### src/rtl/timer_pkg.sv
`timescale 1ns/1ps
package timer_pkg;

  typedef struct packed {
    logic irq_en;
    logic ext_clk;
    logic ext_en;
    logic run;
  } ctrl_t;

  localparam int unsigned CTRL_W = $bits(ctrl_t);

  // word addresses (byte offset >> 2)
  localparam logic [9:0] W_CTRL     = 10'h000;
  localparam logic [9:0] W_COUNT    = 10'h001;
  localparam logic [9:0] W_RELOAD   = 10'h002;
  localparam logic [9:0] W_STAT     = 10'h003;
  localparam logic [9:0] W_ID_FIRST = 10'h3F4;
  localparam logic [9:0] W_ID_LAST  = 10'h3FF;

  function automatic logic [7:0] id_byte(input logic [3:0] idx);
    case (idx)
      4'd0:    id_byte = 8'h04;
      4'd4:    id_byte = 8'h22;
      4'd5:    id_byte = 8'hB8;
      4'd6:    id_byte = 8'h1B;
      4'd8:    id_byte = 8'h0D;
      4'd9:    id_byte = 8'hF0;
      4'd10:   id_byte = 8'h05;
      4'd11:   id_byte = 8'hB1;
      default: id_byte = 8'h00;
    endcase
  endfunction

endpackage

### src/rtl/timer_ext_sync.sv
`timescale 1ns/1ps
module timer_ext_sync #(
  parameter int unsigned STAGES = 2
) (
  input  logic clk_i,
  input  logic rst_ni,
  input  logic ext_i,
  output logic lvl_o,
  output logic rise_o
);

  logic [STAGES-1:0] sync_q;
  logic              last_q;

  always_ff @(posedge clk_i or negedge rst_ni) begin
    if (!rst_ni) begin
      sync_q <= '0;
      last_q <= 1'b0;
    end else begin
      sync_q <= {sync_q[STAGES-2:0], ext_i};
      last_q <= sync_q[STAGES-1];
    end
  end

  assign lvl_o  = sync_q[STAGES-1];
  assign rise_o = sync_q[STAGES-1] & ~last_q;

endmodule

### src/rtl/timer_count_core.sv
`timescale 1ns/1ps
module timer_count_core #(
  parameter int unsigned CNT_W = 32
) (
  input  logic             clk_i,
  input  logic             rst_ni,
  input  logic             tick_i,
  input  logic             load_i,
  input  logic [CNT_W-1:0] load_val_i,
  input  logic [CNT_W-1:0] reload_i,
  output logic [CNT_W-1:0] cnt_o,
  output logic             expire_o
);

  logic [CNT_W-1:0] cnt_q;

  // bus write wins over a step in the same cycle
  always_ff @(posedge clk_i or negedge rst_ni) begin
    if (!rst_ni) begin
      cnt_q <= '0;
    end else if (load_i) begin
      cnt_q <= load_val_i;
    end else if (tick_i) begin
      if (cnt_q == '0) cnt_q <= reload_i;
      else             cnt_q <= cnt_q - CNT_W'(1);
    end
  end

  assign cnt_o    = cnt_q;
  assign expire_o = tick_i & ~load_i & (cnt_q == CNT_W'(1));

endmodule

### src/rtl/timer_apb_regs.sv
`timescale 1ns/1ps
module timer_apb_regs
  import timer_pkg::*;
#(
  parameter int unsigned ADDR_W = 12,
  parameter int unsigned DATA_W = 32,
  parameter int unsigned CNT_W  = 32
) (
  input  logic              clk_i,
  input  logic              rst_ni,
  input  logic              psel_i,
  input  logic              penable_i,
  input  logic              pwrite_i,
  input  logic [ADDR_W-1:0] paddr_i,
  input  logic [DATA_W-1:0] pwdata_i,
  output logic [DATA_W-1:0] prdata_o,
  input  logic [CNT_W-1:0]  cnt_i,
  input  logic              expire_i,
  output ctrl_t             ctrl_o,
  output logic [CNT_W-1:0]  reload_o,
  output logic              load_o,
  output logic [CNT_W-1:0]  load_val_o,
  output logic              irq_o
);

  localparam int unsigned WA = ADDR_W - 2;
  localparam logic [WA-1:0] A_CTRL   = WA'(W_CTRL);
  localparam logic [WA-1:0] A_COUNT  = WA'(W_COUNT);
  localparam logic [WA-1:0] A_RELOAD = WA'(W_RELOAD);
  localparam logic [WA-1:0] A_STAT   = WA'(W_STAT);
  localparam logic [WA-1:0] A_ID_LO  = WA'(W_ID_FIRST);
  localparam logic [WA-1:0] A_ID_HI  = WA'(W_ID_LAST);

  logic [WA-1:0]    word;
  logic             wr_en;
  ctrl_t            ctrl_q;
  logic [CNT_W-1:0] reload_q;
  logic             stat_q;
  logic [1:0]       unused_lsb;

  assign word       = paddr_i[ADDR_W-1:2];
  assign unused_lsb = paddr_i[1:0];
  assign wr_en      = psel_i & penable_i & pwrite_i;

  always_ff @(posedge clk_i or negedge rst_ni) begin
    if (!rst_ni) begin
      ctrl_q   <= '0;
      reload_q <= '0;
    end else if (wr_en) begin
      if (word == A_CTRL)   ctrl_q   <= ctrl_t'(pwdata_i[CTRL_W-1:0]);
      if (word == A_RELOAD) reload_q <= pwdata_i[CNT_W-1:0];
    end
  end

  // expiry set beats a same-cycle clear
  always_ff @(posedge clk_i or negedge rst_ni) begin
    if (!rst_ni) begin
      stat_q <= 1'b0;
    end else if (expire_i && ctrl_q.irq_en) begin
      stat_q <= 1'b1;
    end else if (wr_en && word == A_STAT && pwdata_i[0]) begin
      stat_q <= 1'b0;
    end
  end

  always_comb begin
    prdata_o = '0;
    if (word == A_CTRL)        prdata_o = DATA_W'(ctrl_q);
    else if (word == A_COUNT)  prdata_o = DATA_W'(cnt_i);
    else if (word == A_RELOAD) prdata_o = DATA_W'(reload_q);
    else if (word == A_STAT)   prdata_o = DATA_W'(stat_q);
    else if (word >= A_ID_LO && word <= A_ID_HI)
      prdata_o = DATA_W'(id_byte(4'(word - A_ID_LO)));
  end

  assign ctrl_o     = ctrl_q;
  assign reload_o   = reload_q;
  assign load_o     = wr_en & ((word == A_COUNT) | (word == A_RELOAD));
  assign load_val_o = pwdata_i[CNT_W-1:0];
  assign irq_o      = stat_q;

endmodule

### src/rtl/apb_reload_timer.sv
`timescale 1ns/1ps
module apb_reload_timer
  import timer_pkg::*;
#(
  parameter int unsigned ADDR_W      = 12,
  parameter int unsigned DATA_W      = 32,
  parameter int unsigned CNT_W       = 32,
  parameter int unsigned SYNC_STAGES = 2
) (
  input  logic              clk_i,
  input  logic              rst_ni,
  input  logic              psel_i,
  input  logic              penable_i,
  input  logic              pwrite_i,
  input  logic [ADDR_W-1:0] paddr_i,
  input  logic [DATA_W-1:0] pwdata_i,
  output logic [DATA_W-1:0] prdata_o,
  output logic              pready_o,
  output logic              pslverr_o,
  input  logic              ext_i,
  output logic              irq_o
);

  ctrl_t            ctrl;
  logic [CNT_W-1:0] reload;
  logic [CNT_W-1:0] cnt;
  logic [CNT_W-1:0] load_val;
  logic             load;
  logic             expire;
  logic             ext_lvl;
  logic             ext_rise;
  logic             tick;
  logic             run_en;
  logic             irq_en;

  timer_apb_regs #(
    .ADDR_W (ADDR_W),
    .DATA_W (DATA_W),
    .CNT_W  (CNT_W)
  ) u_regs (
    .clk_i      (clk_i),
    .rst_ni     (rst_ni),
    .psel_i     (psel_i),
    .penable_i  (penable_i),
    .pwrite_i   (pwrite_i),
    .paddr_i    (paddr_i),
    .pwdata_i   (pwdata_i),
    .prdata_o   (prdata_o),
    .cnt_i      (cnt),
    .expire_i   (expire),
    .ctrl_o     (ctrl),
    .reload_o   (reload),
    .load_o     (load),
    .load_val_o (load_val),
    .irq_o      (irq_o)
  );

  timer_ext_sync #(
    .STAGES (SYNC_STAGES)
  ) u_sync (
    .clk_i  (clk_i),
    .rst_ni (rst_ni),
    .ext_i  (ext_i),
    .lvl_o  (ext_lvl),
    .rise_o (ext_rise)
  );

  // both ext modes set: need level and edge together
  assign tick = ctrl.run
              & (~ctrl.ext_en  | ext_lvl)
              & (~ctrl.ext_clk | ext_rise);

  timer_count_core #(
    .CNT_W (CNT_W)
  ) u_core (
    .clk_i      (clk_i),
    .rst_ni     (rst_ni),
    .tick_i     (tick),
    .load_i     (load),
    .load_val_i (load_val),
    .reload_i   (reload),
    .cnt_o      (cnt),
    .expire_o   (expire)
  );

  assign run_en    = ctrl.run;
  assign irq_en    = ctrl.irq_en;
  assign pready_o  = 1'b1;
  assign pslverr_o = 1'b0;

endmodule

### config.mk
export PLATFORM = sky130hd
export DESIGN_NAME = apb_reload_timer
export DESIGN_NICKNAME = d
export VERILOG_FILES = /design/src/rtl/timer_pkg.sv /design/src/rtl/timer_ext_sync.sv /design/src/rtl/timer_count_core.sv /design/src/rtl/timer_apb_regs.sv /design/src/rtl/apb_reload_timer.sv
export SDC_FILE = /design/constraint.sdc
export NUM_CORES = 1
export LEC_CHECK = 0
export ABC_AREA = 1
export CELL_PAD_IN_SITES_DETAIL_PLACEMENT = 1
export CELL_PAD_IN_SITES_GLOBAL_PLACEMENT = 1
export CORE_ASPECT_RATIO = 0.5
export CORE_MARGIN = 2
export CORE_UTILIZATION = 25
export CTS_BUF_LIST = sky130_fd_sc_hd__clkbuf_16
export CTS_CLUSTER_DIAMETER = 80
export DETAILED_ROUTE_END_ITERATION = 8
export HOLD_SLACK_MARGIN = 0.15
export PLACE_DENSITY = 0.64
export SETUP_SLACK_MARGIN = 0.3
export SYNTH_ARGS = -nofsm -noshare
export SYNTH_HDL_FRONTEND = slang
export SYNTH_HIERARCHICAL = 1
export SYNTH_SLANG_ARGS = --single-unit
### constraint.sdc
create_clock -name clk_i -period 2.35 [get_ports clk_i]
set_clock_uncertainty 0.1 [all_clocks]
set_input_delay 0.47 -clock clk_i [delete_from_list [all_inputs] [get_ports clk_i]]
set_output_delay 0.47 -clock clk_i [all_outputs]
set_load 0.01 [all_outputs]
# --- After elaboration in Yosys (flattened, before gate mapping) ---
# Memory sizes are Yosys's and may differ from the RTL's.
# Index checks and enable logic that the tools add are counted.
word_totals:
  reg_bits: 72
  mem_bits_ro: 128
  inputBits: 50
  output_inout_bits: 35
  mem_count: 1
mem_list:
  columns: ["memory", "depth", "width", "read_ports", "rd_ports_with_merged_regs", "write_ports", "line_no", "rtl"]
  rows:
  - ["(name not given)", 16, 8, 1, 0, 0, "timer_pkg.sv:22", "case (idx)"]
classes:
  n_addsub: 2
  magnitude_cmp: 2
  eq_ne: 4
  n_mux: 10
  n_bitwise: 15
  reduce_logical: 10
op_table:
  columns: ["cell", "count"]
  rows:
  - ["two-way mux 32 bit", 7]
  - ["== test 32 x 1 -> 1 bit (second input constant)", 1]
  - ["logical NOT 32 bit", 1]
  - ["subtractor 32 x 1 -> 32 bit (second input constant)", 1]
  - ["== test 10 x 2 -> 1 bit (second input constant)", 2]
  - ["== test 10 x 1 -> 1 bit (second input constant)", 1]
  - ["greater-or-equal comparator 10 bit (second input constant)", 1]
  - ["less-or-equal comparator 10 bit (second input constant)", 1]
  - ["logical NOT 10 bit", 1]
  - ["AND 1 bit", 8]
  - ["two-way mux 8 bit", 1]
  - ["logical AND 1 bit", 4]
  - ["NOT 1 bit", 4]
  - ["AND reduction 2 bit", 2]
  - ["nonzero test 2 bit", 2]
  - ["subtractor 4 x 3 -> 4 bit (second input constant)", 1]
  - ["OR 1 bit", 3]
  - ["two-way mux 1 bit", 2]

# --- Logic depth before layout (Yosys ltp) ---
logic_depth:
  word_depth: 8
  ltp_mapped: 17
  ltp_nobuf: 15

# --- Hierarchy ---
# Netlist, hierarchy kept.
modules_own_cells:
  columns: ["mod", "instances", "cells_each", "area_per_inst_um2", "seq_area_each_um2"]
  rows:
  - ["timer_apb_regs", 1, 393, 2829.0, 925.9]
  - ["timer_count_core", 1, 433, 2767.7, 800.8]
  - ["timer_ext_sync", 1, 5, 85.1, 75.1]
  - ["apb_reload_timer", 1, 10, 47.5, 0.0]

# --- Worst setup path before layout ---
# Ideal clock, no wire load.
synth_timing:
  path_kind: "in2reg"
  start: "input paddr_i[4]"
  end: "register u_core.cnt_q[18] (netlist: u_core/cnt_o[18])"
  setup_time_ns: 0.121
  t_arrival_ns: 2.324
  setup_slack_ns: -0.196
  path_stages: 16
  path_cell_list: "inv_1 ha_1 nand2_1 inv_1 nand2_1 nor2_4 buf_4 nor2_1 nor2_1 clkbuf_1 inv_1 nand2_1 clkinv_1 buf_2 nand4_1 nand2_1"
synth_via:
  elab_chain_len: 4
synth_rtl:
  columns: ["element", "line_no", "rtl"]
  rows:
  - ["from (decl)", "apb_reload_timer.sv:15", "input logic [ADDR_W-1:0] paddr_i,"]
  - ["== test 10 x 1 -> 1 bit / == test 10 x 2 -> 1 bit (equally long branches)", "timer_apb_regs.sv:78", "assign load_o = wr_en & ((word == A_COUNT) | (word == A_RELOAD));"]
  - ["OR 1 bit *", "timer_apb_regs.sv:78", null]
  - ["AND 1 bit *", "timer_apb_regs.sv:78", null]
  - ["net load", "apb_reload_timer.sv:28", "logic load;"]
  - ["two-way mux 32 bit / nonzero test 2 bit (equally long branches)", null, null]
  - ["to (signal assigned)", "timer_count_core.sv:22", "cnt_q <= load_val_i;"]
  - ["to (signal assigned)", "timer_count_core.sv:24", "if (cnt_q == '0) cnt_q <= reload_i;"]
  - ["to (signal assigned)", "timer_count_core.sv:25", "else cnt_q <= cnt_q - CNT_W'(1);"]
  - ["to (decl)", "timer_count_core.sv:15", "logic [CNT_W-1:0] cnt_q;"]
# The timed path passes the listed nets; every way through them passes the cells marked *.
# A chain may end at the register's enable or synchronous reset.

# --- Final worst setup path ---
layout_timing:
  start: "input paddr_i[4]"
  end: "output prdata_o[0]"
layout_via:
  elab_chain_len: 7
layout_rtl:
  columns: ["element", "line_no", "rtl"]
  rows:
  - ["subtractor 4 x 3 -> 4 bit (tied with other cells)", "timer_apb_regs.sv:73", "prdata_o = DATA_W'(id_byte(4'(word - A_ID_LO)));"]
  - ["memory (16 x 8 bit) / logical AND 1 bit (equally long branches)", null, null]
  - ["two-way mux 8 bit", "timer_apb_regs.sv:72", "else if (word >= A_ID_LO && word <= A_ID_HI)"]
  - ["two-way mux 32 bit", "timer_apb_regs.sv:71", "else if (word == A_STAT) prdata_o = DATA_W'(stat_q);"]
  - ["two-way mux 32 bit", "timer_apb_regs.sv:70", "else if (word == A_RELOAD) prdata_o = DATA_W'(reload_q);"]
  - ["two-way mux 32 bit", "timer_apb_regs.sv:69", "else if (word == A_COUNT) prdata_o = DATA_W'(cnt_i);"]
  - ["two-way mux 32 bit *", "timer_apb_regs.sv:68", "if (word == A_CTRL) prdata_o = DATA_W'(ctrl_q);"]
  - ["to (decl)", "apb_reload_timer.sv:17", "output logic [DATA_W-1:0] prdata_o,"]
# Mark *: on every way between the ends. The rest lies on a longest branch, timed or not.

==> metrics.md <==
| Metric | Value |
|---|---|
| CTS tree | `yes` |
| Status | `complete, but fails checks` |
| First-pass GRT wire length | `about 38 mm` |
| Drt initial violations | `409` |
| Syn_area_per_cell | `between 6 and 7 um^2` |
| Initial antenna violation count | `0` |
| GPL Wtd Cong | `0.853` |
| GRT Overall Usage | `0.204` |
| Max-slew violations | `0` |
| EDFF count, synth | `0` |
| Post-synth top flop | `dfrtp_1` |
| Final WS setup | `-0.0976 ns` |
| Synthesized cell area | `between 0.005 and 0.006 mm^2` |
| Largest cells by area after synthesis | `dfrtp_1 31%, nand2_1 15%, nor2_1 8.6%` |
| Setup violations, final | `31` |
| Fillcell total | `approximately 2800` |
| Vias in the first global route | `approximately 6600` |
| Kind of critical path | `input pin to output pin` |
| Congestion Overflow GR | `0` |
| Yosys top cell area share | `0.314` |
| Die Span X | `around 220 um` |
| Ys async rst share | `1.00` |
| Leakage | `approximately 4.3 nW` |
| Vias | `between 6000 and 7000` |
| Placed inst area | `just over 0.007 mm^2` |
| ANT cells | `0` |
| Pre-antenna DRT Iters | `5` |
| Vias per cell | `4.80` |
| Yosys reg bits | `72` |
| Clk sinks | `72` |
| IO Pins | `85` |
| Slew @ Worst Pin | `a little over 0.5 ns` |
| Total power per unit cell area | `between 600 and 700 mW/mm^2` |
| Worst slew margin | `0.659` |
| Final nets | `between 1000 and 1500` |
| CTS Buffer Depth | `2` |
| Hold Vio Cnt, Final | `0` |
| Core box area | `0.0226 mm^2` |
| CP Capture Type | `output pin` |
| Largest net degree at the start of global routing | `between 40 and 50` |
| Drc violations | `0` |
| Seq/Total Area, Yosys | `0.314` |
| Setup crit start kind | `input pin` |
| Row count | `39` |
| Post-Syn Nets | `roughly 900` |
| Detail Route Antenna Nets | `0` |
| Routed WL | `24.0 mm` |
| Placed cell count | `around 1200` |
| Commonest non-fill, non-tap cell in the layout | `nand2_1` |
| Hold WC Path Type | `flop to flop` |
| Arrival time worst endpoint | `1.88 ns` |
| Dpl hpwl | `about 16 mm` |
| Netlist cell types | `38` |
| Max IR drop VDD | `approximately 0.0006 V` |
| Die area | `0.0242 mm^2` |
| PortBufs | `80` |
| Fin cells | `1277` |
| Critical Path Fanout Max | `8` |
| Area grow syn2layout | `46.3%` |
| Cell taking the most area after synthesis | `dfrtp_1` |
| Die Span Y | `111 um` |
| Design Area, Final | `about 0.0084 mm^2` |
| Max-Cap Viols | `0` |
| Final period utilization | `1.04` |
| CTS Buf Count | `9` |
| Fraction of layout cells with a size suffix above 1 | `0.345` |
| Clock-pin slew on the worst setup and hold paths | `approximately 0.060 ns` |
| Commonest cells after routing, fill and taps aside | `181 x nand2_1, 122 x nor2_1, 72 x dfrtp_1` |
| Initial Util | `0.253` |
| H-tree levels | `3` |
| Avg WL per Cell | `~19 um` |
| Multi-input logic area | `~0.0038 mm^2` |
| Root Driver | `clkbuf_16` |
| RSZ-0062 raised after global routing | `true` |
| Ys Warns | `6` |
| Failing checks | `negative setup slack` |
| Critical Path RT | `between 1.5 and 2 ns` |
| Clock Latency Late Sink | `~0.35 ns` |
| Syn Inst Count | `approximately 840` |
| Max Clock Freq | `0.409 GHz` |
| Flip-flop and latch area | `0.00180 mm^2` |
| Tmin final | `between 2 and 2.5 ns` |
[final timing paths]
check / start / cells past startpoint / slack [ns] / end
min in group asynchronous: rst_ni / 2 / 0.53 / u_core/cnt_o[9]
max in group asynchronous: rst_ni / 3 / 1.01 / u_regs/reload_o[7]
worst min register to register: u_sync/sync_q[0] / 0 / 0.26 / u_sync/sync_q[1]
worst max-delay path: paddr_i[4] / 14 / -0.1 / prdata_o[0]
worst max register to register: u_core/cnt_o[0] / 10 / 0.23 / u_core/cnt_o[21]
worst min-delay path: u_sync/sync_q[0] / 0 / 0.26 / u_sync/sync_q[1]
[cells by family after synthesis]
family,after synthesis,synth area share
compound gates,130,0.142
flops,72,0.314
buf+inv,145,0.134
other cells,2,0.00131
xor+xnor,8,0.0122
simple gates,474,0.374
fa+ha+maj,10,0.0218
[critical path, stage by stage]
cell        delay [ns]
buf_8             0.08
clkinvlp_4        0.11
ha_4              0.19
nand2_2           0.06
inv_2             0.03
nand2_2           0.06
nor2_4            0.05
buf_12            0.13
buf_12            0.12
buf_16            0.16
a21oi_4           0.14
nand3_2           0.09
nand2_2           0.08
buf_6             0.10
[power by group]
group	internal, mW	switching, mW
clock network	0.685	0.542
logic	1.07	1.95
registers	1.29	0.0993
total	3.04	2.59
[through the flow]
stage / util / setup TNS [ns] / hold slack [ns] / power, mW / setup WS [ns]
after floorplan: - / 0 / 0.0744 / 3.32 / 0.260
after global placement: 0.314 / -67.25 / 0.245 / 4.01 / -1.01
after detailed placement: 0.314 / -72.46 / 0.240 / 4.05 / -1.08
after CTS: 0.360 / -1.74 / 0.263 / 5.39 / -0.103
after global routing: 0.370 / -3.29 / 0.270 / 6.04 / -0.149
final: 0.370 / -1.05 / 0.259 / 5.64 / -0.0976
[flip-flops by register name (all words and copies together) (netlist names)]
signal and count:
u_regs/reload_o 32, u_regs/irq_o 1, u_sync/sync_q 2, u_sync/last_q 1, u_core/cnt_o 32, u_regs/ctrl_o 4
[timing repair]
item,4_1_cts,5_1_grt
pin swaps,51,45
setup buffers,27,5
gates cloned,8,0
endpoints found under the hold margin,31,0
resized for setup,310,45
hold buffers,1,0
setup endpoints to repair,101,94
[layer usage]
metal	GRT usage	part of all wire	wire [um]
met5	0	0	0
met4	0.0472	0.012	290
met1	0.283	0.47	11300
met2	0.330	0.47	11300
met3	0.0332	0.045	1090
[synthesized netlist by cell type (2+ instances only)]
| cell type | instances |
|---|---|
| buf_12 | 2 |
| a21oi_2 | 20 |
| ha_1 | 10 |
| nor2_8 | 4 |
| dfrtp_1 | 72 |
| nor2_2 | 7 |
| buf_4 | 37 |
| nor2_4 | 9 |
| nor3_1 | 3 |
| a21oi_1 | 52 |
| a22oi_1 | 25 |
| clkinv_1 | 2 |
| xnor2_1 | 6 |
| nand4_1 | 12 |
| buf_2 | 11 |
| clkbuf_1 | 10 |
| xor2_1 | 2 |
| nand2_1 | 224 |
| nand2_2 | 13 |
| nand3b_1 | 7 |
| o21ai_1 | 6 |
| o211ai_2 | 2 |
| nand2_4 | 4 |
| a31oi_1 | 3 |
| o21ai_0 | 19 |
| conb_1 | 2 |
| nor2_1 | 132 |
| nand3_1 | 57 |
| inv_1 | 77 |
| buf_6 | 3 |
[final cells by class]
class                           instances  area share
Sequential cell                        72       0.215
Clock buffer                            9      0.0269
Clock inverter                          5     0.00224
Multi-Input combinational cell        625       0.453
Tap cell                              307      0.0458
Inverter                               81      0.0403
Timing Repair Buffer                  178       0.217
Power figures use the tool's default switching activity.
